==> src/rtl/pl_pkg.sv <==
package pl_pkg;
  typedef enum logic [1:0] {
    BYTE_B0 = 2'd0,
    BYTE_B1 = 2'd1,
    BYTE_B2 = 2'd2,
    BYTE_B3 = 2'd3
  } byte_idx_e;

  // (sel1,sel2): (0,1)->B3, (1,1)->B2, (0,0)->B1, (1,0)->B0
  function automatic byte_idx_e sel_to_idx(input logic sel1, input logic sel2);
    return byte_idx_e'({sel2, ~sel1});
  endfunction

  function automatic logic is_start_sel(input logic sel1, input logic sel2);
    return sel_to_idx(sel1, sel2) == BYTE_B3;
  endfunction
endpackage

==> src/rtl/pl_inhibit.sv <==
module pl_inhibit #(
  parameter int N_AXES = 2
) (
  input  logic              clk_i,
  input  logic [N_AXES-1:0] rst_ni,
  input  logic              oe_ni,
  input  logic              sel1_i,
  input  logic              sel2_i,
  output logic [N_AXES-1:0] inh_o
);
  import pl_pkg::*;

  logic start_rd;
  assign start_rd = !oe_ni && is_start_sel(sel1_i, sel2_i);

  for (genvar a = 0; a < N_AXES; a++) begin : g_axis
    logic rst_n_a;
    logic inh_q;
    assign rst_n_a = rst_ni[a];

    always_ff @(negedge clk_i or negedge rst_n_a) begin
      if (!rst_n_a)      inh_q <= 1'b0;
      else if (oe_ni)    inh_q <= 1'b0;
      else if (start_rd) inh_q <= 1'b1;
    end

    assign inh_o[a] = inh_q;
  end
endmodule

==> src/rtl/pl_latch.sv <==
module pl_latch #(
  parameter int W = 32
) (
  input  logic         clk_i,
  input  logic         rst_ni,
  input  logic         inh_i,
  input  logic [W-1:0] cnt_i,
  output logic [W-1:0] lat_o
);
  always_ff @(posedge clk_i or negedge rst_ni) begin
    if (!rst_ni)     lat_o <= '0;
    else if (!inh_i) lat_o <= cnt_i;
  end
endmodule

==> src/rtl/pl_byte_mux.sv <==
module pl_byte_mux #(
  parameter int BYTE_W  = 8,
  parameter int N_BYTES = 4,
  localparam int CNT_W  = BYTE_W * N_BYTES
) (
  input  logic [CNT_W-1:0]  lat_x_i,
  input  logic [CNT_W-1:0]  lat_y_i,
  input  logic              axis_sel_i,
  input  logic              sel1_i,
  input  logic              sel2_i,
  input  logic              oe_ni,
  output logic [BYTE_W-1:0] data_o,
  output logic              data_oe_o
);
  import pl_pkg::*;

  logic [CNT_W-1:0]  lat_sel;
  logic [BYTE_W-1:0] bytes_q [N_BYTES];
  byte_idx_e         idx;

  assign lat_sel = axis_sel_i ? lat_y_i : lat_x_i;
  assign idx     = sel_to_idx(sel1_i, sel2_i);

  for (genvar b = 0; b < N_BYTES; b++) begin : g_slice
    assign bytes_q[b] = lat_sel[b*BYTE_W +: BYTE_W];
  end

  assign data_oe_o = !oe_ni;
  assign data_o    = data_oe_o ? bytes_q[idx] : '0;
endmodule

==> src/rtl/pos_latch_reader.sv <==
module pos_latch_reader #(
  parameter int  BYTE_W = 8,
  localparam int N_BYTES = 4,
  localparam int CNT_W   = BYTE_W * N_BYTES
) (
  input  logic              clk_i,
  input  logic              rst_x_ni,
  input  logic              rst_y_ni,
  input  logic              oe_ni,
  input  logic              sel1_i,
  input  logic              sel2_i,
  input  logic              axis_sel_i,
  input  logic [CNT_W-1:0]  cnt_x_i,
  input  logic [CNT_W-1:0]  cnt_y_i,
  output logic [BYTE_W-1:0] data_o,
  output logic              data_oe_o
);
  localparam int N_AXES = 2;

  logic [N_AXES-1:0] rst_n_v;
  logic [N_AXES-1:0] inh_q;
  logic [CNT_W-1:0]  cnt_v [N_AXES];
  logic [CNT_W-1:0]  lat_v [N_AXES];
  logic [CNT_W-1:0]  lat_x;
  logic [CNT_W-1:0]  lat_y;

  assign rst_n_v  = {rst_y_ni, rst_x_ni};
  assign cnt_v[0] = cnt_x_i;
  assign cnt_v[1] = cnt_y_i;

  pl_inhibit #(.N_AXES(N_AXES)) u_inh (
    .clk_i  (clk_i),
    .rst_ni (rst_n_v),
    .oe_ni  (oe_ni),
    .sel1_i (sel1_i),
    .sel2_i (sel2_i),
    .inh_o  (inh_q)
  );

  for (genvar a = 0; a < N_AXES; a++) begin : g_lat
    pl_latch #(.W(CNT_W)) u_lat (
      .clk_i  (clk_i),
      .rst_ni (rst_n_v[a]),
      .inh_i  (inh_q[a]),
      .cnt_i  (cnt_v[a]),
      .lat_o  (lat_v[a])
    );
  end

  assign lat_x = lat_v[0];
  assign lat_y = lat_v[1];

  pl_byte_mux #(.BYTE_W(BYTE_W), .N_BYTES(N_BYTES)) u_mux (
    .lat_x_i    (lat_x),
    .lat_y_i    (lat_y),
    .axis_sel_i (axis_sel_i),
    .sel1_i     (sel1_i),
    .sel2_i     (sel2_i),
    .oe_ni      (oe_ni),
    .data_o     (data_o),
    .data_oe_o  (data_oe_o)
  );
endmodule

==> config.mk <==
export PLATFORM = sky130hd
export DESIGN_NAME = pos_latch_reader
export DESIGN_NICKNAME = d
export VERILOG_FILES = /design/src/rtl/pl_pkg.sv /design/src/rtl/pl_inhibit.sv /design/src/rtl/pl_latch.sv /design/src/rtl/pl_byte_mux.sv /design/src/rtl/pos_latch_reader.sv
export SDC_FILE = /design/constraint.sdc
export NUM_CORES = 1
export LEC_CHECK = 0
export BUFFER_PORTS_ARGS = -buffer_cell sky130_fd_sc_hd__buf_2
export CAP_MARGIN = 5
export CORE_AREA = 3 3 80 139
export CTS_CLUSTER_DIAMETER = 200
export CTS_CLUSTER_SIZE = 40
export DETAILED_ROUTE_END_ITERATION = 10
export DIE_AREA = 0 0 83 142
export PLACE_DENSITY = 0.62
export SLEW_MARGIN = 20
export SYNTH_ARGS = -nofsm -noshare
export SYNTH_HDL_FRONTEND = slang
export SYNTH_SLANG_ARGS = --single-unit
==> constraint.sdc <==
create_clock -name clk_i -period 1.3 [get_ports clk_i]
set_input_delay 0.065 -clock clk_i [delete_from_list [all_inputs] [get_ports clk_i]]
set_output_delay 0.065 -clock clk_i [all_outputs]
set_load 0.005 [all_outputs]
==> results of run 1 <==
[metal layers]
layer	wire length (µm)	vias up	global-route usage
met5	0	-	0
met4	220	0	0.0801
met3	293	14	0.0330
met2	4900	64	0.281
met1	3440	1160	0.157
li1	-	1097	-
[layout make-up]
type,count,share of cell area
antenna,2,0.00102
clock buffer,14,0.0560
clock inverter,2,0.00204
inverter,3,0.00230
multi-input combinational,125,0.285
sequential,66,0.337
tap,127,0.0325
timing repair buffer,171,0.284
[worst paths after layout]
check / start / end / slack, ns / cells past startpoint
min in group clk_i: oe_ni / data_o[7] / 0.47 / 3
min: rst_x_ni / g_lat[0].u_lat.lat_o[6]$_DFFE_PN0N_ / 0.36 / 3
max: u_inh.g_axis[0].inh_q$_DFFE_NN0P_ / g_lat[0].u_lat.lat_o[29]$_DFFE_PN0N_ / -0.52 / 3
min reg2reg: g_lat[0].u_lat.lat_o[20]$_DFFE_PN0N_ / g_lat[0].u_lat.lat_o[20]$_DFFE_PN0N_ / 0.50 / 1
max reg2reg: u_inh.g_axis[0].inh_q$_DFFE_NN0P_ / g_lat[0].u_lat.lat_o[29]$_DFFE_PN0N_ / -0.52 / 3
max in group asynchronous: rst_y_ni / u_inh.g_axis[1].inh_q$_DFFE_NN0P_ / 0.56 / 2
[power breakdown]
group          switching, W  internal, W
Combinational      0.000401     0.000685
Clock              0.000823      0.00144
Sequential         0.000105      0.00225
[registers in the layout, indices dropped and copies added (netlist names)]
register,count
g_lat.u_lat.lat_o,64
u_inh.g_axis.inh_q,2
[cells in the mapped netlist]
library cell / instances
dfrtn_1: 2
o21a_1: 7
buf_2: 10
buf_6: 4
or2_0: 1
nor3_2: 1
dfrtp_1: 64
nand2b_1: 2
inv_1: 2
mux2_1: 1
nor2b_2: 1
nand2_1: 1
o22ai_2: 1
clkinv_1: 1
mux2_2: 65
mux2i_1: 28
mux4_2: 1
a21oi_1: 2
o22ai_1: 14
[stage by stage]
stage                     power, W  setup WS [ns]  setup TNS, ns   util
after detailed placement   0.00314         -0.508         -30.76  0.355
final                      0.00570         -0.521         -32.75  0.481
after floorplan            0.00282         -0.425         -26.35      -
after CTS                  0.00566         -0.513         -32.26  0.460
after global routing       0.00597         -0.563         -35.48  0.481
after global placement     0.00312         -0.485         -29.95  0.355
[repair_timing]
action / 4_1_cts / 5_1_grt
resized for setup: 8 / 40
pin swaps: 13 / 4
cloned: 2 / 2
setup buffers: 6 / 4
endpoints found under the setup margin: 72 / 72
hold buffers: 66 / 0
endpoints found under the hold margin: 128 / 0
[cell families after synthesis]
kind of cell | share of synthesized area
multiplexers | 0.348
flip-flops | 0.549
AO/OA/AOI/OAI | 0.0541
buffers and inverters | 0.0354
AND/OR/NAND/NOR | 0.0137
[critical path, stage by stage, from the launching register on]
cell	delay [ns]
dfrtn_1	0.44
buf_6	0.13
clkbuf_16	0.15
mux2_2	0.33
==> results.json, run 1 <==
{
  "status": "finished, violations left",
  "violations": "setup timing",
  "hpwl_mm": 5.75,
  "finalInstanceArea_mm2": 0.00489,
  "required_ns": 1.51,
  "grt_pass1_vias": 2626,
  "whs_ns": 0.359,
  "cts_buffers": 9,
  "clockBufferDepth": 2,
  "synthDistinctLibCells": 19,
  "final_max_slew_viol_count": 0,
  "fillCellCount": 983,
  "syn_inst": 208,
  "netlist_area_mm2": 0.00301,
  "tritoncts": "done",
  "fin_nets": 447,
  "dpl.cell_count": 413,
  "io_buffers": 79,
  "cts-root-buf": "clkbuf_16",
  "die_w_um": 83,
  "grt_start_max_net_pins": 33,
  "final_cell_mix": "79 x buf_2, 66 x dlygate4sd3_1, 64 x dfrtp_1",
  "relSlewSlack": 0.696,
  "antenna_found_initial": 1,
  "fin_skew_ns": 0.0112,
  "wl_mm": 8.86,
  "final_common_cell": "buf_2",
  "synth_top_area_frac": 0.532,
  "ys_warn_count": 0,
  "synthToLayoutAreaGrowth_pct": 62.7,
  "stdcell_count": 510,
  "seqCellArea_mm2": 0.00165,
  "fp.dieH_um": 142,
  "fp-row-count": 49,
  "overflow": 0,
  "hp-class": "input port to async pin",
  "ys_seq_area_frac": 0.549,
  "placed_area_mm2": 0.00361,
  "grt_pass1_wl_mm": 13.6,
  "firstDrtPassIters": 4,
  "final_hold_viol_count": 0,
  "leakage_nw": 2.29,
  "dieArea_mm2": 0.0118,
  "ir_worst_vdd_v": 0.000641,
  "wl_per_cell_um": 17.4,
  "cts_htree_levels": 3,
  "drt_iter0_drc": 73,
  "drive_above_1_share": 0.499,
  "drc": 0,
  "synth_area_leaders": "dfrtp_1 53%, mux2_2 24%, mux2i_1 9.3%, o22ai_1 2.9%, o21a_1 1.7%",
  "multi_input_area_mm2": 0.00140,
  "grt_setup_unrepaired": "yes",
  "gr-usage-all-layers": 0.151,
  "cap_viol_max_count": 0,
  "tightest_slew_ns": 0.455,
  "synth_top_area_cell": "dfrtp_1",
  "io_pins": 80,
  "clock_sinks": 66,
  "startpoint_type": "flop",
  "via_count": 2335,
  "setup_viol": 72,
  "initial_utilization": 0.296,
  "critPathKind": "flop to flop",
  "clkTransAtPathRegs_ns": 0.05,
  "ys_ff_latch": 66,
  "worstPathMaxFanout": 8,
  "syn_avg_cell_area_um2": 14.5,
  "routed_via_density": 4.58,
  "setup_slack_ns": -0.521,
  "drtAntennaViolNets": 0,
  "insertion_delay_ns": 0.33,
  "power.density_mw_per_mm2": 1170,
  "syn_nets": 279,
  "end_kind": "flop",
  "coreArea_mm2": 0.0102,
  "critical_path_arrival_ns": 2.03,
  "gp_congestion": 0.757
}
(Power assumes the default switching activity.)
==> run 2: changes to the inputs <==
--- a/config.mk
+++ b/config.mk
@@ -13,6 +13,7 @@
 export DETAILED_ROUTE_END_ITERATION = 10
 export DIE_AREA = 0 0 83 142
 export PLACE_DENSITY = 0.62
+export SKIP_CTS_REPAIR_TIMING = 1
 export SLEW_MARGIN = 20
 export SYNTH_ARGS = -nofsm -noshare
 export SYNTH_HDL_FRONTEND = slang
==> results.json, run 2 (synthesis results as in run 1) <==
{
  "fin_nets": 437,
  "status": "finished, violations left",
  "final_hold_viol_count": 1,
  "setup_slack_ns": -0.515,
  "final_common_cell": "buf_2",
  "largest_reg_flops": 64,
  "antenna_cells": 0,
  "tightest_slew_ns": 0.449,
  "hold-path-endpoint": "g_lat[0].u_lat.lat_o[7]$_DFFE_PN0N_",
  "violations": "hold timing, setup timing",
  "antenna_found_initial": 0,
  "drive_above_1_share": 0.488,
  "fp.dieH_um": 142,
  "largest-register": "g_lat.u_lat.lat_o",
  "leakage_nw": 2.19,
  "drt_iter0_drc": 54,
  "end_kind": "flop",
  "grt_pass1_vias": 2319,
  "whs_ns": -0.000523,
  "largestRegisters": "g_lat.u_lat.lat_o x64, u_inh.g_axis.inh_q x2",
  "routed_via_density": 4.56,
  "relSlewSlack": 0.701,
  "fin_skew_ns": 0.0112,
  "die_w_um": 83,
  "hold_depth": 2,
  "regToRegStartpoint": "u_inh.g_axis[0].inh_q$_DFFE_NN0P_",
  "worst-r2r-setup-slack_ns": -0.52,
  "critPathKind": "flop to flop",
  "final_cell_mix": "79 x buf_2, 65 x dlygate4sd3_1, 64 x dfrtp_1",
  "drtAntennaViolNets": 0,
  "io_pins": 80,
  "reg2reg_to": "g_lat[0].u_lat.lat_o[2]$_DFFE_PN0N_",
  "firstDrtPassIters": 4,
  "coreArea_mm2": 0.0102,
  "tritoncts": "done",
  "gr-usage-all-layers": 0.136,
  "gp_congestion": 0.757,
  "hpwl_mm": 5.75,
  "io_buffers": 79,
  "required_ns": 1.51,
  "cts-root-buf": "clkbuf_16",
  "worstPathMaxFanout": 9,
  "ir_worst_vdd_v": 0.000628,
  "wl_mm": 8.49,
  "dieArea_mm2": 0.0118,
  "cap_viol_max_count": 0,
  "clkTransAtPathRegs_ns": 0.05,
  "hp-class": "input port to flop",
  "grt_pass1_wl_mm": 12.2,
  "min_from": "cnt_x_i[7]",
  "startpoint_type": "flop",
  "grt_start_max_net_pins": 33,
  "insertion_delay_ns": 0.33,
  "power.density_mw_per_mm2": 1180,
  "wl_per_cell_um": 17.0,
  "drc": 0,
  "synthToLayoutAreaGrowth_pct": 57.5,
  "overflow": 0,
  "clock_sinks": 66,
  "ff2ff_path_depth": 3,
  "final_max_slew_viol_count": 0,
  "grt_setup_unrepaired": "yes",
  "critical_path_arrival_ns": 2.02,
  "cts_buffers": 9,
  "fp-row-count": 49,
  "clockBufferDepth": 2,
  "initial_utilization": 0.296,
  "setup_viol": 72,
  "via_count": 2269,
  "cts_htree_levels": 3,
  "utilization": 0.466
}
[run 2: critical path, cell delays in order (launching register included)]
cell,delay [ns]
dfrtn_1,0.43
buf_12,0.13
buf_12,0.13
mux2_2,0.33
[run 2: how the worst max path moves through the flow]
stage,start,end,slack (ns)
floorplan,u_inh.g_axis[0].inh_q$_DFFE_NN0P_,g_lat[0].u_lat.lat_o[0]$_DFFE_PN0N_,-0.42
global placement,u_inh.g_axis[1].inh_q$_DFFE_NN0P_,g_lat[1].u_lat.lat_o[18]$_DFFE_PN0N_,-0.49
detailed placement,u_inh.g_axis[0].inh_q$_DFFE_NN0P_,g_lat[0].u_lat.lat_o[2]$_DFFE_PN0N_,-0.51
CTS,u_inh.g_axis[0].inh_q$_DFFE_NN0P_,g_lat[0].u_lat.lat_o[2]$_DFFE_PN0N_,-0.52
global route,u_inh.g_axis[0].inh_q$_DFFE_NN0P_,g_lat[0].u_lat.lat_o[2]$_DFFE_PN0N_,-0.55
finish,u_inh.g_axis[0].inh_q$_DFFE_NN0P_,g_lat[0].u_lat.lat_o[2]$_DFFE_PN0N_,-0.52
[run 2: routing by layer]
metal	up-vias	wire length (µm)	track usage
met4	0	214	0.0741
met3	15	299	0.0336
met1	1116	3360	0.142
met5	-	0	0
li1	1077	-	-
met2	61	4620	0.249
[run 2: power by group]
part	internal, W	switching [W]
Clock	0.00144	0.000820
Sequential	0.00225	0.000103
Combinational	0.000625	0.000375
Total	0.00431	0.00130
[run 2: cell type report]
| cell class | instances | area (µm²) |
|---|---|---|
| timing repair buffer | 161 | 1270 |
| clock buffer | 14 | 274 |
| fill | 988 | 5440 |
| tap | 127 | 159 |
| multi-input combinational | 125 | 1360 |
| sequential | 66 | 1650 |
| inverter | 3 | 11.3 |
| clock inverter | 2 | 10.0 |
[run 2: through the flow]
stage	setup TNS, ns	setup WS (ns)	area (µm²)	std cells	total power (W)
floorplan	-26.35	-0.425	3060	208	0.00282
global placement	-29.95	-0.485	3610	413	0.00312
detailed placement	-30.76	-0.508	3610	413	0.00314
CTS	-32.33	-0.517	3900	429	0.00544
global route	-34.88	-0.549	4740	498	0.00588
finish	-31.93	-0.515	4740	498	0.00561
